**src/rtl/srl_pkg.sv**
```systemverilog
package srl_pkg;
  // Lane positions inside the shared input synchronizer.
  localparam int LANE_DIN   = 0;
  localparam int LANE_CLR   = 1;
  localparam int LANE_SHIFT = 2;
  localparam int LANE_LATCH = 3;
  localparam int LANES      = 4;
endpackage

```
**src/rtl/srl_sync.sv**
```systemverilog
module srl_sync #(
  parameter int N      = 4,
  parameter int STAGES = 2
) (
  input  logic         clk,
  input  logic [N-1:0] d,
  output logic [N-1:0] q
);
  logic [STAGES-1:0][N-1:0] pipe;

  always_ff @(posedge clk) begin
    pipe[0] <= d;
    for (int i = 1; i < STAGES; i++) pipe[i] <= pipe[i-1];
  end

  assign q = pipe[STAGES-1];
endmodule

```
**src/rtl/srl_rise.sv**
```systemverilog
module srl_rise #(
  parameter int N = 2
) (
  input  logic         clk,
  input  logic [N-1:0] lvl,
  output logic [N-1:0] rise
);
  logic [N-1:0] prev;

  function automatic logic [N-1:0] rise_of(input logic [N-1:0] cur, input logic [N-1:0] old);
    return cur & ~old;
  endfunction

  always_ff @(posedge clk) prev <= lvl;

  assign rise = rise_of(lvl, prev);
endmodule

```
**src/rtl/srl_shift_rank.sv**
```systemverilog
module srl_shift_rank #(
  parameter int W = 8
) (
  input  logic         clk,
  input  logic         clr_act,
  input  logic         step,
  input  logic         din,
  output logic [W-1:0] stage
);
  function automatic logic [W-1:0] next_stage(input logic [W-1:0] cur, input logic b);
    return {cur[W-2:0], b};
  endfunction

  always_ff @(posedge clk) begin
    if (clr_act)   stage <= '0;
    else if (step) stage <= next_stage(stage, din);
  end
endmodule

```
**src/rtl/srl_store_rank.sv**
```systemverilog
module srl_store_rank #(
  parameter int W = 8
) (
  input  logic         clk,
  input  logic         grab,
  input  logic         clr_act,
  input  logic [W-1:0] src,
  output logic [W-1:0] held
);
  function automatic logic [W-1:0] capture_value(input logic [W-1:0] s, input logic clr);
    return clr ? '0 : s;
  endfunction

  always_ff @(posedge clk) begin
    if (grab) held <= capture_value(src, clr_act);
  end
endmodule

```
**src/rtl/srl_latch_top.sv**
```systemverilog
module srl_latch_top #(
  parameter int WIDTH       = 8,
  parameter int SYNC_STAGES = 2
) (
  input  logic             clk,
  input  logic             ser_in,
  input  logic             shift_stb,
  input  logic             latch_stb,
  input  logic             clear_n,
  input  logic             drive_n,
  output logic [WIDTH-1:0] par_q,
  output logic [WIDTH-1:0] par_en,
  output logic             ser_out
);
  import srl_pkg::*;

  logic [LANES-1:0] raw_lanes;
  logic [LANES-1:0] sync_lanes;
  logic [1:0]       edges;
  logic             din_s;
  logic             clr_act;
  logic             shift_evt;
  logic             latch_evt;
  logic [WIDTH-1:0] stage;
  logic [WIDTH-1:0] held;

  assign raw_lanes[LANE_DIN]   = ser_in;
  assign raw_lanes[LANE_CLR]   = clear_n;
  assign raw_lanes[LANE_SHIFT] = shift_stb;
  assign raw_lanes[LANE_LATCH] = latch_stb;

  srl_sync #(.N(LANES), .STAGES(SYNC_STAGES)) u_sync (
    .clk (clk),
    .d   (raw_lanes),
    .q   (sync_lanes)
  );

  srl_rise #(.N(2)) u_rise (
    .clk  (clk),
    .lvl  (sync_lanes[LANE_LATCH:LANE_SHIFT]),
    .rise (edges)
  );

  assign din_s     = sync_lanes[LANE_DIN];
  assign clr_act   = ~sync_lanes[LANE_CLR];
  assign shift_evt = edges[0];
  assign latch_evt = edges[1];

  srl_shift_rank #(.W(WIDTH)) u_shift (
    .clk     (clk),
    .clr_act (clr_act),
    .step    (shift_evt),
    .din     (din_s),
    .stage   (stage)
  );

  srl_store_rank #(.W(WIDTH)) u_store (
    .clk     (clk),
    .grab    (latch_evt),
    .clr_act (clr_act),
    .src     (stage),
    .held    (held)
  );

  assign par_q   = held;
  assign par_en  = {WIDTH{~drive_n}};
  assign ser_out = stage[WIDTH-1];
endmodule

```
**config.mk**
```make
export PLATFORM = sky130hd
export DESIGN_NAME = srl_latch_top
export DESIGN_NICKNAME = d
export VERILOG_FILES = /design/src/rtl/srl_pkg.sv /design/src/rtl/srl_sync.sv /design/src/rtl/srl_rise.sv /design/src/rtl/srl_shift_rank.sv /design/src/rtl/srl_store_rank.sv /design/src/rtl/srl_latch_top.sv
export SDC_FILE = /design/constraint.sdc
export NUM_CORES = 1
export LEC_CHECK = 0
export BUFFER_PORTS_ARGS = -buffer_cell sky130_fd_sc_hd__buf_2
export CAP_MARGIN = 10
export CORE_MARGIN = 2
export CORE_UTILIZATION = 40
export DETAILED_ROUTE_END_ITERATION = 8
export REMOVE_ABC_BUFFERS = 1
export SLEW_MARGIN = 20
export SYNTH_ARGS = -nofsm -noshare
export SYNTH_HDL_FRONTEND = slang
export SYNTH_HIERARCHICAL = 1
export SYNTH_SLANG_ARGS = --single-unit
```
**constraint.sdc**
```tcl
create_clock -name clk -period 1.5 [get_ports clk]
set_input_delay 0.45 -clock clk [delete_from_list [all_inputs] [get_ports clk]]
set_output_delay 0.45 -clock clk [all_outputs]
set_load 0.02 [all_outputs]
```
==> metrics <==
Pleak=0.4158 nW; maximum number of pins on one net before global-route repair=17; all-layer global routing usage=0.07592; maximum clock frequency=0.7651 GHz; Buffers on Ports=22; maximum level of the CTS H-tree=1; arrival time reported for the critical path endpoint=0.86 ns; # nets final=87; number of iterations in the first detailed-routing pass=4; power per cell area=1133 nW/µm²; most frequent cells in the layout=22 x buf_2, 18 x dfxtp_1; hold slack=0.2440 ns; share of the yosys chip area belonging to registers=0.6723; number of antenna violations at the first check in global routing=0; worst hold path stage count=1; final RePlAce weighted congestion=0.6330; required time reported for the critical path endpoint=1.05 ns; Via-to-Cell Ratio=4.009; most common cell after layout, fill and taps aside=buf_2; Routed WL=889 µm; post-CTS repair timing setup buffer count=0; Max clock buf depth=2; die extent in y=51.26 µm; path category of the worst min-delay check=in2reg; layout cell share with drive strength beyond 1=0.3375; peak supply drop=467.6 µV; Worst Max-Slew Pin Slew=0.4394 ns; Clock Pin Slew Worst Setup and Hold Paths=0.12 ns; via count of the routed design=433; setup_tns=0 ns; Worst Setup Slack post-DPL=0.1869 ns; destination of the worst hold path=u_sync/pipe[0]$_DFF_P_; type of the worst setup path=in2out; time the worst path needs with I/O delays and setup=1.307 ns; cell count after synthesis=67; # hold bufs at CTS=0; drt wl/cell=8.231 µm; synthesis-stage register bit count=26; number of buffers created by CTS=3; startpoint types=primary input; area added between synthesis and finish=8.263%; Resize count post-CTS=0; final setup violation count=0; final clock skew=0.001949 ns; clock network latency to the later pin of the worst-skew pair=0.29 ns; end of the worst register-to-register path=u_shift/stage[0]$_SDFFE_PP0P_; setup repair after global routing missed its margin=no; hold path startpoint=ser_in; crit path setup slack, layout=0.1930 ns; R2R depth=3; initial detailed-routing violation count=4; number of violations of the max-capacitance limit=0; standard-cell row count=17; TritonCTS clock tree=yes; category of the worst setup path capture point=output port; Worst Path Max Fanout=8; number of global-route vias before repair=377; number of warnings printed during yosys synthesis=6; Rel. slew slack=0.7068; Reg2Reg Launch Point=u_sync/q[2]$_DFF_P_; core region area=2170 µm²; reg2reg setup slack=0.44 ns; ANT nets after route=0; unique cell type count in the Yosys netlist=10; Ant. Diodes=0; initial core utilization=0.4118; TritonCTS sink count=26; Finished Core Util=0.4458; outcome=finished clean; power consumption=0.001095 W; final hold violations=0; Period Utilization, post-route=0.8713; average size of a mapped cell=13.33 µm²; total DRC errors in the routed layout=0; num ports=23; total half-perimeter wirelength after legalization and detailed placement=650.5 µm; total die area=2628 µm²; post-synth design cell area=893.4 µm²; final max-slew violation count=0; wire length of the first global-routing pass=1455 µm; root cell of the clock tree=clkbuf_4; Overflow after GRT=0; die extent in x=51.26 µm
[how the worst max path moves through the flow]
stage,start,end,slack (ns)
2_1_floorplan,drive_n,par_en[0],-0.31
3_3_place_gp,drive_n,par_en[5],0.21
3_5_place_dp,drive_n,par_en[5],0.19
4_1_cts,drive_n,par_en[5],0.18
5_1_grt,u_store/held[5]$_SDFFCE_PP0P_,par_q[5],0.15
6_report,drive_n,par_en[5],0.19
[area by class of cell]
class / count / area, µm²
Inverter: 2 / 7.507
Fill cell: 222 / 1202
Timing Repair Buffer: 22 / 110.1
Tap cell: 28 / 35.03
Multi-Input combinational cell: 26 / 187.7
Clock inverter: 1 / 3.754
Clock buffer: 3 / 22.52
Sequential cell: 26 / 600.6
[cells in the mapped netlist]
cell type | instances | area (µm²)
buf_4 | 11 | 82.58
buf_1 | 1 | 3.750
buf_6 | 1 | 11.26
edfxtp_1 | 8 | 240.2
nor2_1 | 8 | 30.03
mux2i_1 | 8 | 80.08
dfxtp_1 | 18 | 360.4
inv_1 | 2 | 7.510
nor2b_4 | 2 | 27.53
nor2b_1 | 8 | 50.05
[kinds of logic (layout without fill, tap and decap cells)]
group | Yosys count | count (layout) | synth area share
muxes | 8 | 8 | 0.08964
and+or+nand+nor | 18 | 18 | 0.1205
buffers and inverters | 15 | 28 | 0.1176
DFF | 26 | 26 | 0.6723
[sequential cells by signal, summed over array words and instances (netlist names)]
| signal | flops |
|---|---|
| u_rise/prev | 2 |
| u_sync/q | 4 |
| u_shift/stage | 8 |
| u_sync/pipe | 4 |
| u_store/held | 8 |
[where the power goes]
group | switching [W] | internal (W)
sequential | 0.00000741 | 0.000746
combinational | 0.0000476 | 0.0000271
clock | 0.000171 | 0.0000967
total | 0.000226 | 0.000870
[worst max-delay path, stage by stage]
cell and delay [ns]:
buf_2 0.09, inv_1 0.12, buf_2 0.19
[metal layers]
metal,GRT usage,up-vias,part of all wire
met5,0,-,0
met3,0.01754,2,0.11
li1,-,229,-
met1,0.09006,181,0.43
met4,0.06579,0,0.018
met2,0.1147,21,0.44
[per-stage QoR]
stage                     instances  instance area, µm²
after floorplan                  54               795.8
after global placement          104               940.9
after detailed placement        104               940.9
after CTS                       108               967.2
after global routing            108               967.2
final                           108               967.2
No activity file was read; power rests on OpenSTA's default activity.
